===== src/rtl/sirq_slave.sv =====
module sirq_slave #(
  parameter int NSLOT     = 17,
  parameter int START_MIN = 4,
  parameter int QUIET_GAP = 2
) (
  input  logic             clk,
  input  logic             rst_n,
  input  logic [NSLOT-1:0] req_i,
  input  logic             line_i,
  output logic             drive_low_o,
  output logic             oe_o
);
  localparam int SW = (NSLOT > 1) ? $clog2(NSLOT) : 1;
  localparam int LW = $clog2(START_MIN + 1);
  localparam int HW = $clog2(QUIET_GAP + 1);
  localparam int WW = 2;

  typedef enum logic [1:0] {S_IDLE, S_DATA, S_STOP} st_t;

  st_t         st;
  logic [SW-1:0] slot;
  logic [1:0]    ph;
  logic [LW-1:0] lowc;
  logic [HW-1:0] hic;
  logic [WW-1:0] wc;
  logic          quiet, kick, drove;

  wire in_data = (st == S_DATA);
  wire samp    = in_data && ph == 2'd0 && req_i[slot];

  assign drive_low_o = kick | samp;
  assign oe_o        = kick | samp | (in_data && ph == 2'd1 && drove);

  always_ff @(posedge clk or negedge rst_n) begin
    if (!rst_n) begin
      st    <= S_IDLE;
      slot  <= '0;
      ph    <= '0;
      lowc  <= '0;
      hic   <= '0;
      wc    <= '0;
      quiet <= 1'b0;
      kick  <= 1'b0;
      drove <= 1'b0;
    end else begin
      kick <= 1'b0;
      case (st)
        S_IDLE: begin
          if (!line_i) begin
            hic  <= '0;
            lowc <= (lowc == LW'(START_MIN)) ? lowc : lowc + 1'b1;
          end else begin
            lowc <= '0;
            hic  <= (hic == HW'(QUIET_GAP)) ? hic : hic + 1'b1;
            if (lowc == LW'(START_MIN)) begin
              st   <= S_DATA;
              slot <= '0;
              ph   <= '0;
            end else if (quiet && |req_i && hic == HW'(QUIET_GAP) && !kick) begin
              kick <= 1'b1;
            end
          end
        end
        S_DATA: begin
          case (ph)
            2'd0: begin
              drove <= req_i[slot];
              ph    <= 2'd1;
            end
            2'd1: ph <= 2'd2;
            default: begin
              ph    <= 2'd0;
              drove <= 1'b0;
              if (slot == SW'(NSLOT - 1)) begin
                st <= S_STOP;
                wc <= '0;
              end else begin
                slot <= slot + 1'b1;
              end
            end
          endcase
        end
        default: begin
          if (!line_i) begin
            wc <= (wc == '1) ? wc : wc + 1'b1;
          end else if (wc != '0) begin
            quiet <= (wc == WW'(2));
            st    <= S_IDLE;
            lowc  <= '0;
            hic   <= '0;
          end
        end
      endcase
    end
  end

  assert_recovery_high_R5: assert property (@(posedge clk) disable iff (!rst_n)
    (in_data && ph == 2'd0 && oe_o) |=> (oe_o && !drive_low_o));

  assert_turnaround_free_R6: assert property (@(posedge clk) disable iff (!rst_n)
    (in_data && ph == 2'd2) |-> !oe_o);

  assert_stop_silent_R6: assert property (@(posedge clk) disable iff (!rst_n)
    (st == S_STOP) |-> !oe_o);

  assert_cont_no_start_R9: assert property (@(posedge clk) disable iff (!rst_n)
    (!quiet && st == S_IDLE) |-> !oe_o);

  assert_kick_single_R10: assert property (@(posedge clk) disable iff (!rst_n)
    (st == S_IDLE && oe_o) |=> !oe_o);

  assert_kick_on_idle_R10: assert property (@(posedge clk) disable iff (!rst_n)
    $rose(kick) |-> $past(line_i));

  assert_mode_at_stop_R7: assert property (@(posedge clk) disable iff (!rst_n)
    !$stable(quiet) |-> $past(st) == S_STOP);
endmodule


===== config.mk =====
export PLATFORM = sky130hd
export DESIGN_NAME = sirq_slave
export DESIGN_NICKNAME = d
export VERILOG_FILES = /design/src/rtl/sirq_slave.sv
export SDC_FILE = /design/constraint.sdc
export NUM_CORES = 1
export LEC_CHECK = 0
export BUFFER_PORTS_ARGS = -buffer_cell sky130_fd_sc_hd__buf_2
export CAP_MARGIN = 5
export CORE_ASPECT_RATIO = 2
export CORE_MARGIN = 5
export CORE_UTILIZATION = 45
export DETAILED_ROUTE_END_ITERATION = 8
export PLACE_DENSITY = 0.66
export RECOVER_POWER = 50
export SLEW_MARGIN = 40
export SYNTH_ARGS = -nofsm -noshare
export SYNTH_HDL_FRONTEND = slang
export SYNTH_SLANG_ARGS = --single-unit

===== constraint.sdc =====
create_clock -name clk -period 4.4 [get_ports clk]
set_clock_uncertainty 0.2 [all_clocks]
set_input_delay 0.44 -clock clk [delete_from_list [all_inputs] [get_ports clk]]
set_output_delay 0.44 -clock clk [all_outputs]
set_load 0.01 [all_outputs]

Yosys cells after proc, flatten, opt, wreduce, memory -nomap -nowiden
Cells that the tools add are included.

cells by class
  $add $sub $neg = 4
  magnitude comparators = 1
  equality and inequality tests = 16
  multiplexer cells = 36
  bitwise logic cells = 6
  reduce and logical (&&, ||, !) cells = 27

operator list
  kind                   count
  $mux W2                14
  $mux W5                4
  $pmux W2 S2            5
  $reduce_or A17 Y1      1
  $mux W3                4
  $ne A2 B2 Y1 const B   6
  $pmux W5 S2            1
  $reduce_and A5 Y1      2
  $reduce_bool A2 Y1     5
  $reduce_and A4 Y1      2
  $logic_and A1 B1 Y1    7
  $eq A2 B2 Y1 const B   3
  $lt A5 B6 Y1 const B   1
  $pmux W3 S2            1
  $reduce_and A3 Y1      2
  $reduce_and A6 Y1      1
  $add A5 B1 Y5 const B  1
  $bmux W1 S5            1
  $eq A5 B5 Y1 const B   1
  $mux W1                5
  $add A2 B1 Y2 const B  2
  $eq A2 B1 Y1 const B   2
  $logic_not A2 Y1       2
  $ne A2 B1 Y1 const B   2
  other kinds (10)       15

storage, ports and cells
  register bits after elaboration = 19
  bits of input ports = 20
  output and inout bits = 2
  word-level logic and storage cells = 99

Longest topological paths before layout
Gate-level depths: netlist of the first run.

  word-level depth = 8
  mapped depth = 8
  mapped depth without buffers = 7

Worst setup path before layout of the first run
OpenSTA, ideal clock, no wires.

  kind = input to output
  start = in req_i[15]
  end = out drive_low_o
  arrival = 1.363 ns
  required time = 3.760 ns
  path slack = 2.397 ns
  cell stages on the path = 4
  buffers on the path = 0
  path through = mux4_2 > o2111ai_1 > o31a_1 > nand3b_1

on the way
  longest elaborated chain between the ends = 4

RTL lines
  item                           RTL line  text
  start: declaration             8         input logic [NSLOT-1:0] req_i,
  $bmux W1 S5                    29        wire samp = in_data && ph == 2'd0 && req_i[slot];
  $mux W1 (not written as such)  29
  $logic_and A1 B1 Y1            29
  $or A1 B1 Y1                   31        assign drive_low_o = kick | samp;
  end: declaration               10        output logic drive_low_o,

Every way passes these cells. The select of a mux whose other input is x is not followed.

Worst setup path after layout of the first run
  start = reg slot[0]
  end = out drive_low_o

on the way
  longest elaborated chain between the ends = 4

RTL lines
  item                           RTL line  text
  start: declaration             21        logic [SW-1:0] slot;
  start signal: assignment       78        slot <= slot + 1'b1;
  $bmux W1 S5                    29
  $mux W1 (not written as such)  29
  $logic_and A1 B1 Y1            29
  $or A1 B1 Y1                   31

Every way passes these cells. The select of a mux whose other input is x is not followed.

==> flow_summary_export.csv, run 1 <==
group,metric,value,unit
run_status,status,"finished clean",
synth,yosys_register_bits,19,
global_route,antenna_found_initial,0,
hold_path,whs_path_depth,3,
worst_setup_path,cp_cell_sequence,"mux4_2 -> o2111ai_1 -> o31a_1 -> nand3b_1 -> buf_2",
power,leakage,0.678,nW
synth,yosys.area.top_type,"dfrtp_1",
clock_tree,clockBufferDepth,2,
synth,synth_edf_count,0,
synth,synthCells,147,
clock_tree,clock_latency,0.25,ns
worst_setup_path,crit_cells,5,
worst_setup_path,slowest_delay,0.68,ns
global_route,grt_first_pass_wirelength,5220,um
place,place_area,1480,um^2
sta,hold_viol_final,0,
synth,synthTopCellsByArea,"dfrtp_1 (34%), ha_1 (7.3%), mux2i_1 (4.4%)",
worst_setup_path,crit_family,"flip-flops",
place,dp.cells,192,
final_layout,n_fill_cell,298,
clock_tree,cts.sinks,19,
clock_tree,cts.htree.levels,1,
synth,yosysTopAreaCellShare,0.345,
sta,relSlewSlack,0.295,
final_layout,final_cell_area,1530,um^2
place,place.detailed.hpwl,2560,um
worst_setup_path,critPathSlowestCell,"dfrtp_1",
worst_setup_path,crit_fanout,12,
global_route,grt_pass1_vias,1208,
sta,maxSlewViolCount,0,
floorplan,die_y,88.3,um
global_route,met2_usage,0.313,
power,vdd_drop_max,260,uV
synth,synthesis.area,1380,um^2
synth,async_flop_share,1.00,
worst_setup_path,endpoint_kind,"output port",
sta,final.min_clock_period,2.75,ns
final_layout,drive_gt1_frac,0.216,
sta,tns,0,ns
floorplan,die_width,49.2,um
clock_tree,clk_pin_slew,0.07,ns
route,wl_per_cell,15.7,um
worst_setup_path,rr_worst_depth,7,
sta,tightest_slew,1.06,ns
route,first_pass_iters,4,
floorplan,ios,22,
route,viasPerCell,5.78,
clock_tree,cts-root-buf,"clkbuf_8",
synth,yosysSeqAreaShare,0.345,
sta,fmaxAchievable,363,MHz
final_layout,nets,196,
clock_tree,cts_resized,0,
route,totalWireLength,3090,um
place,gp_congestion,0.782,
route,drtIter0Drc,14,
hold_path,hp-class,"in2reg",
final_layout,syn2layout_area_growth,11.1,%
power,power_density,569,nW/um^2
clock_tree,cts-buffers-inserted,3,
place,numPortBuffers,21,
final_layout,antenna_cells,0,
floorplan,die-area,4340,um^2
global_route,grtUsageTotal,0.152,
global_route,grtUsageMet1,0.142,
worst_setup_path,critPathLaunchType,"register",
flow_run,maxCapViolations,0,
synth,synth_ff_type,"dfrtp_1",
synth,syn_avg_cell_area,9.39,um^2
sta,rsz0062_at_grt,"no",
worst_setup_path,crit_arrival,2.11,ns
synth,synth_fp_nets,175,
global_route,grt_max_degree,20,
route,postRouteAntennaNets,0,
global_route,use_met3,0.0202,
floorplan,fp-row-count,28,
sta,fin_crit_sh,0.626,
floorplan,start_util,0.463,
synth,yosys.cell_types.count,47,
worst_setup_path,crit_buf_inv,1,
global_route,top_usage_layer,"met2",
floorplan,core,2980,um^2
worst_setup_path,path_class,"reg2out",
route,drc,0,
route,vias,1139,
sta,setup_viol,0,
clock_tree,cts_tree,"built",
final_layout,fin_cells,197,
synth,synth_warnings,0,
global_route,gr-total-overflow,0,
worst_setup_path,required,3.76,ns
==> layer usage <==
layer	vias up	routed length, um
li1	569	-
met3	7	123
met5	-	0
met2	27	1800
met1	536	1110
met4	0	68
==> layout by cell type (no fill, tap or decap), types with 4 or more instances in the layout <==
cell type  netlist  routed
buf_2            2      20
dfrtp_1         19      19
nand2_1         14      14
nor2_1          12      12
inv_1            8       8
o21ai_0          8       8
ha_1             8       8
mux2i_1          6       6
a21oi_1          6       6
nand3_1          5       5
nor2b_1          4       4
nor3_1           4       4
nand2b_1         4       4
nor4_1           4       4
==> sequential cells by signal, indices dropped and copies added, names as in the netlist <==
signal  count
drove       1
hic         2
kick        1
lowc        3
ph          2
quiet       1
slot        5
st          2
wc          2
==> worst reg2reg max path: stages (launching register included) <==
cell	delay, ns
dfrtp_1	0.68
inv_1	0.20
ha_1	0.24
and4bb_4	0.22
o22a_4	0.21
nor3_2	0.18
xnor2_1	0.15
nor2_1	0.06
==> final cells by class <==
| type | count | area (um^2) | area share |
|---|---|---|---|
| inverter | 8 | 30.0 | 0.0196 |
| multi-input combinational | 114 | 831 | 0.542 |
| sequential | 19 | 475 | 0.310 |
| tap | 30 | 37.5 | 0.0245 |
| timing repair buffer | 22 | 114 | 0.0743 |
| clock buffer | 4 | 45.0 | 0.0294 |
==> kinds of logic after synthesis <==
family | count (synthesis) | synth area share
and+or+nand+nor | 63 | 0.274
AOI/OAI and AO/OA | 30 | 0.151
DFF | 19 | 0.345
buffers and inverters | 14 | 0.0535
muxes | 9 | 0.0789
adders and majority gates | 8 | 0.0725
xor gates and xnor gates | 4 | 0.0254
==> power breakdown <==
group	switching, mW	leakage [nW]	internal [mW]
sequential	0.124	0.241	0.243
clock	0.0554	0.0228	0.0643
combinational	0.197	0.414	0.188
==> timing repair <==
action / in CTS / in global routing
hold buffers: 1 / 0
setup endpoints to repair: 0 / 0
buffers inserted: 0 / 0
endpoints found under the hold margin: 19 / 0
==> final timing paths <==
check | startpoint | end | slack, ns
max | slot[0]$_DFFE_PN0P_ | drive_low_o | 1.65
min | req_i[15] | kick$_DFF_PN0_ | 0.26
max reg2reg | slot[0]$_DFFE_PN0P_ | slot[4]$_DFFE_PN0P_ | 2.12
min reg2reg | quiet$_DFFE_PN0P_ | quiet$_DFFE_PN0P_ | 0.30
max in group asynchronous | rst_n | slot[1]$_DFFE_PN0P_ | 2.68
min in group asynchronous | rst_n | lowc[2]$_DFFE_PN0P_ | 0.69
==> Yosys cell counts (all sizes together), types with 2 or more instances <==
cell type	number
dfrtp	19
nand2	15
nor2	12
ha	8
inv	8
o21ai	8
a21oi	6
mux2i	6
nand3	6
nor3	6
buf	5
nand2b	5
nor4	5
nor2b	4
a211oi	3
nand3b	3
a21o	2
a22o	2
mux2	2
nand4	2
o22ai	2
or3	2
xnor2	2
xor2	2
==> through the flow <==
step / setup WS, ns / utilization / hold WS [ns] / total power, mW
2_1_floorplan: 2.40 / - / -0.0556 / 0.666
3_3_place_gp: 1.97 / 0.497 / 0.201 / 0.739
3_5_place_dp: 1.91 / 0.497 / 0.204 / 0.761
4_1_cts: 1.62 / 0.515 / 0.262 / 0.881
5_1_grt: 1.51 / 0.515 / 0.292 / 0.951
6_report: 1.65 / 0.515 / 0.260 / 0.871
No activity file was read; power rests on OpenSTA's default activity.
==> run 2: changes to the inputs <==
==> constraint.sdc (replaced) <==
create_clock -name clk -period 2.8 [get_ports clk]
set_clock_uncertainty 0.2 [all_clocks]
set_input_delay 0.28 -clock clk [delete_from_list [all_inputs] [get_ports clk]]
set_output_delay 0.28 -clock clk [all_outputs]
set_load 0.01 [all_outputs]
==> run 2 against run 1 <==
Net effect:
- count of clock-buffer cells in the layout unchanged
- sequential share of layout area down 0.15 points
- total power up 59%
- sequential power up 56%
- final cell count up 0.51%
- first-iteration DRC count up 110%
- core utilization up 0.25 points
- global-route usage up 0.69 points
- non-clock buffer count up 1
- setup slack worse by 1.4 ns
- critical path depth unchanged
==> flow_summary_export.csv, run 2 (synthesized netlist as in run 1, its figures left out) <==
group,metric,value,unit
power,power_frac_seq,0.413,
floorplan,die_width,49.2,um
worst_setup_path,crit_fanout,12,
floorplan,fp-row-count,28,
worst_setup_path,endpoint_kind,"output port",
worst_setup_path,critPathLaunchType,"register",
power,power_density,899,nW/um^2
clock_tree,cts-root-buf,"clkbuf_8",
place,gp_congestion,0.815,
route,postRouteAntennaNets,0,
power,p_sw,0.604,mW
power,pwr-share-clk,0.137,
sta,maxSlewViolCount,0,
sta,fmaxAchievable,386,MHz
worst_setup_path,required,2.32,ns
global_route,gr-total-overflow,0,
global_route,antenna_found_initial,0,
worst_setup_path,cp_cell_sequence,"mux4_2 -> o2111ai_1 -> o31a_1 -> nand3b_1 -> buf_2",
run_status,status,"finished clean",
clock_tree,clock_latency,0.25,ns
final_layout,final_util,0.517,
global_route,grt_pass1_vias,1282,
route,first_pass_iters,4,
clock_tree,clockBufferDepth,2,
clock_tree,cts.htree.levels,1,
floorplan,die-area,4340,um^2
final_layout,layout_commonest_cell,"buf_2",
global_route,grt_first_pass_wirelength,5550,um
final_layout,top_regs,"slot: 5 flops, lowc: 3 flops",
final_layout,largest_reg_flops,5,
place,place_area,1490,um^2
power,p_sw_frac,0.436,
floorplan,die_y,88.3,um
final_layout,nets,197,
sta,finalWorstSetupSlack,0.207,ns
route,drc,0,
place,numPortBuffers,21,
global_route,grt_max_degree,20,
hold_path,hp-class,"in2reg",
route,totalWireLength,3110,um
place,pre_cts_slack,0.468,ns
sta,fin_crit_sh,0.926,
clock_tree,cts.sinks,19,
sta,tns,0,ns
final_layout,antenna_cells,0,
clock_tree,cts-buffers-inserted,3,
floorplan,core,2980,um^2
sta,hold_viol_final,0,
final_layout,n_fill_cell,281,
final_layout,final_cell_area,1540,um^2
final_layout,syn2layout_area_growth,11.6,%
final_layout,drive_gt1_frac,0.220,
power,vdd_drop_max,440,uV
worst_setup_path,slowest_delay,0.68,ns
worst_setup_path,critPathSlowestCell,"dfrtp_1",
power,combPwrFrac,0.450,
route,viasPerCell,5.95,
sta,tightest_slew,1.05,ns
final_layout,final_cell_mix,"buf_2 (20), dfrtp_1 (19), nand2_1 (14), nor2_1 (12)",
clock_tree,cts_tree,"built",
route,wl_per_cell,15.7,um
sta,rsz0062_at_grt,"no",
floorplan,ios,22,
worst_setup_path,crit_arrival,2.11,ns
worst_setup_path,path_class,"reg2out",
route,vias,1178,
power,intPower,0.780,mW
floorplan,start_util,0.463,
place,place.detailed.hpwl,2500,um
sta,timing.hold.ws,0.0998,ns
global_route,grtUsageTotal,0.159,
flow_run,maxCapViolations,0,
clock_tree,clk_pin_slew,0.07,ns
route,drtIter0Drc,29,
sta,final.min_clock_period,2.59,ns
sta,setup_viol,0,
power,leakage,0.684,nW
final_layout,regMostFlops,"slot",
clock_tree,cts_resized,0,
sta,relSlewSlack,0.301,
==> run 2: critical path: cells and delay by family, from the launching register on <==
kind                   cells  cell delay (ns)
multiplexers               1             0.57
buffers and inverters      1             0.14
AND/OR/NAND/NOR            1             0.08
flip-flops                 1             0.68
AO/OA/AOI/OAI              2             0.39
==> run 2: path summary, 6_finish.rpt <==
check / startpoint / endpoint / slack (ns) / cells past startpoint
hold reg to reg: quiet$_DFFE_PN0P_ / quiet$_DFFE_PN0P_ / 0.30 / 1
setup reg to reg: slot[0]$_DFFE_PN0P_ / slot[4]$_DFFE_PN0P_ / 0.54 / 7
min in group asynchronous: rst_n / lowc[1]$_DFFE_PN0P_ / 0.54 / 2
hold / removal: req_i[15] / kick$_DFF_PN0_ / 0.1 / 3
max in group asynchronous: rst_n / st[1]$_DFFE_PN0P_ / 1.24 / 2
setup / recovery: slot[0]$_DFFE_PN0P_ / drive_low_o / 0.21 / 5
==> run 2: repair_timing <==
action,in CTS,in global routing
buffers inserted,0,0
endpoints found under the hold margin,19,0
hold buffers,1,0
==> run 2: final cells by class <==
cell class	count	area, um^2	share of cell area
clock buffer	4	45.0	0.0292
inverter	8	30.0	0.0195
multi-input combinational	114	831	0.539
sequential	19	475	0.309
tap	30	37.5	0.0244
timing repair buffer	23	121	0.0788
==> run 2: power by group through the flow <==
stage               Combinational (mW)  Sequential, mW  Clock, mW
finish                           0.623           0.572      0.190
global route                     0.714           0.598      0.204
detailed placement               0.623           0.578          0
global placement                 0.594           0.566          0
CTS                              0.627           0.573      0.196
floorplan                        0.564           0.483          0
==> run 2: metrics by stage <==
| step | instances | total power, mW |
|---|---|---|
| 2_1_floorplan | 147 | 1.05 |
| 3_3_place_gp | 193 | 1.16 |
| 3_5_place_dp | 193 | 1.20 |
| 4_1_cts | 198 | 1.40 |
| 5_1_grt | 198 | 1.52 |
| 6_report | 198 | 1.38 |
==> run 2: layer usage <==
layer / up-vias / share of wire / GRT usage
li1: 568 / - / -
met2: 36 / 0.56 / 0.321
met3: 6 / 0.052 / 0.0253
met1: 568 / 0.37 / 0.150
met4: 0 / 0.020 / 0.0686
met5: - / 0 / 0
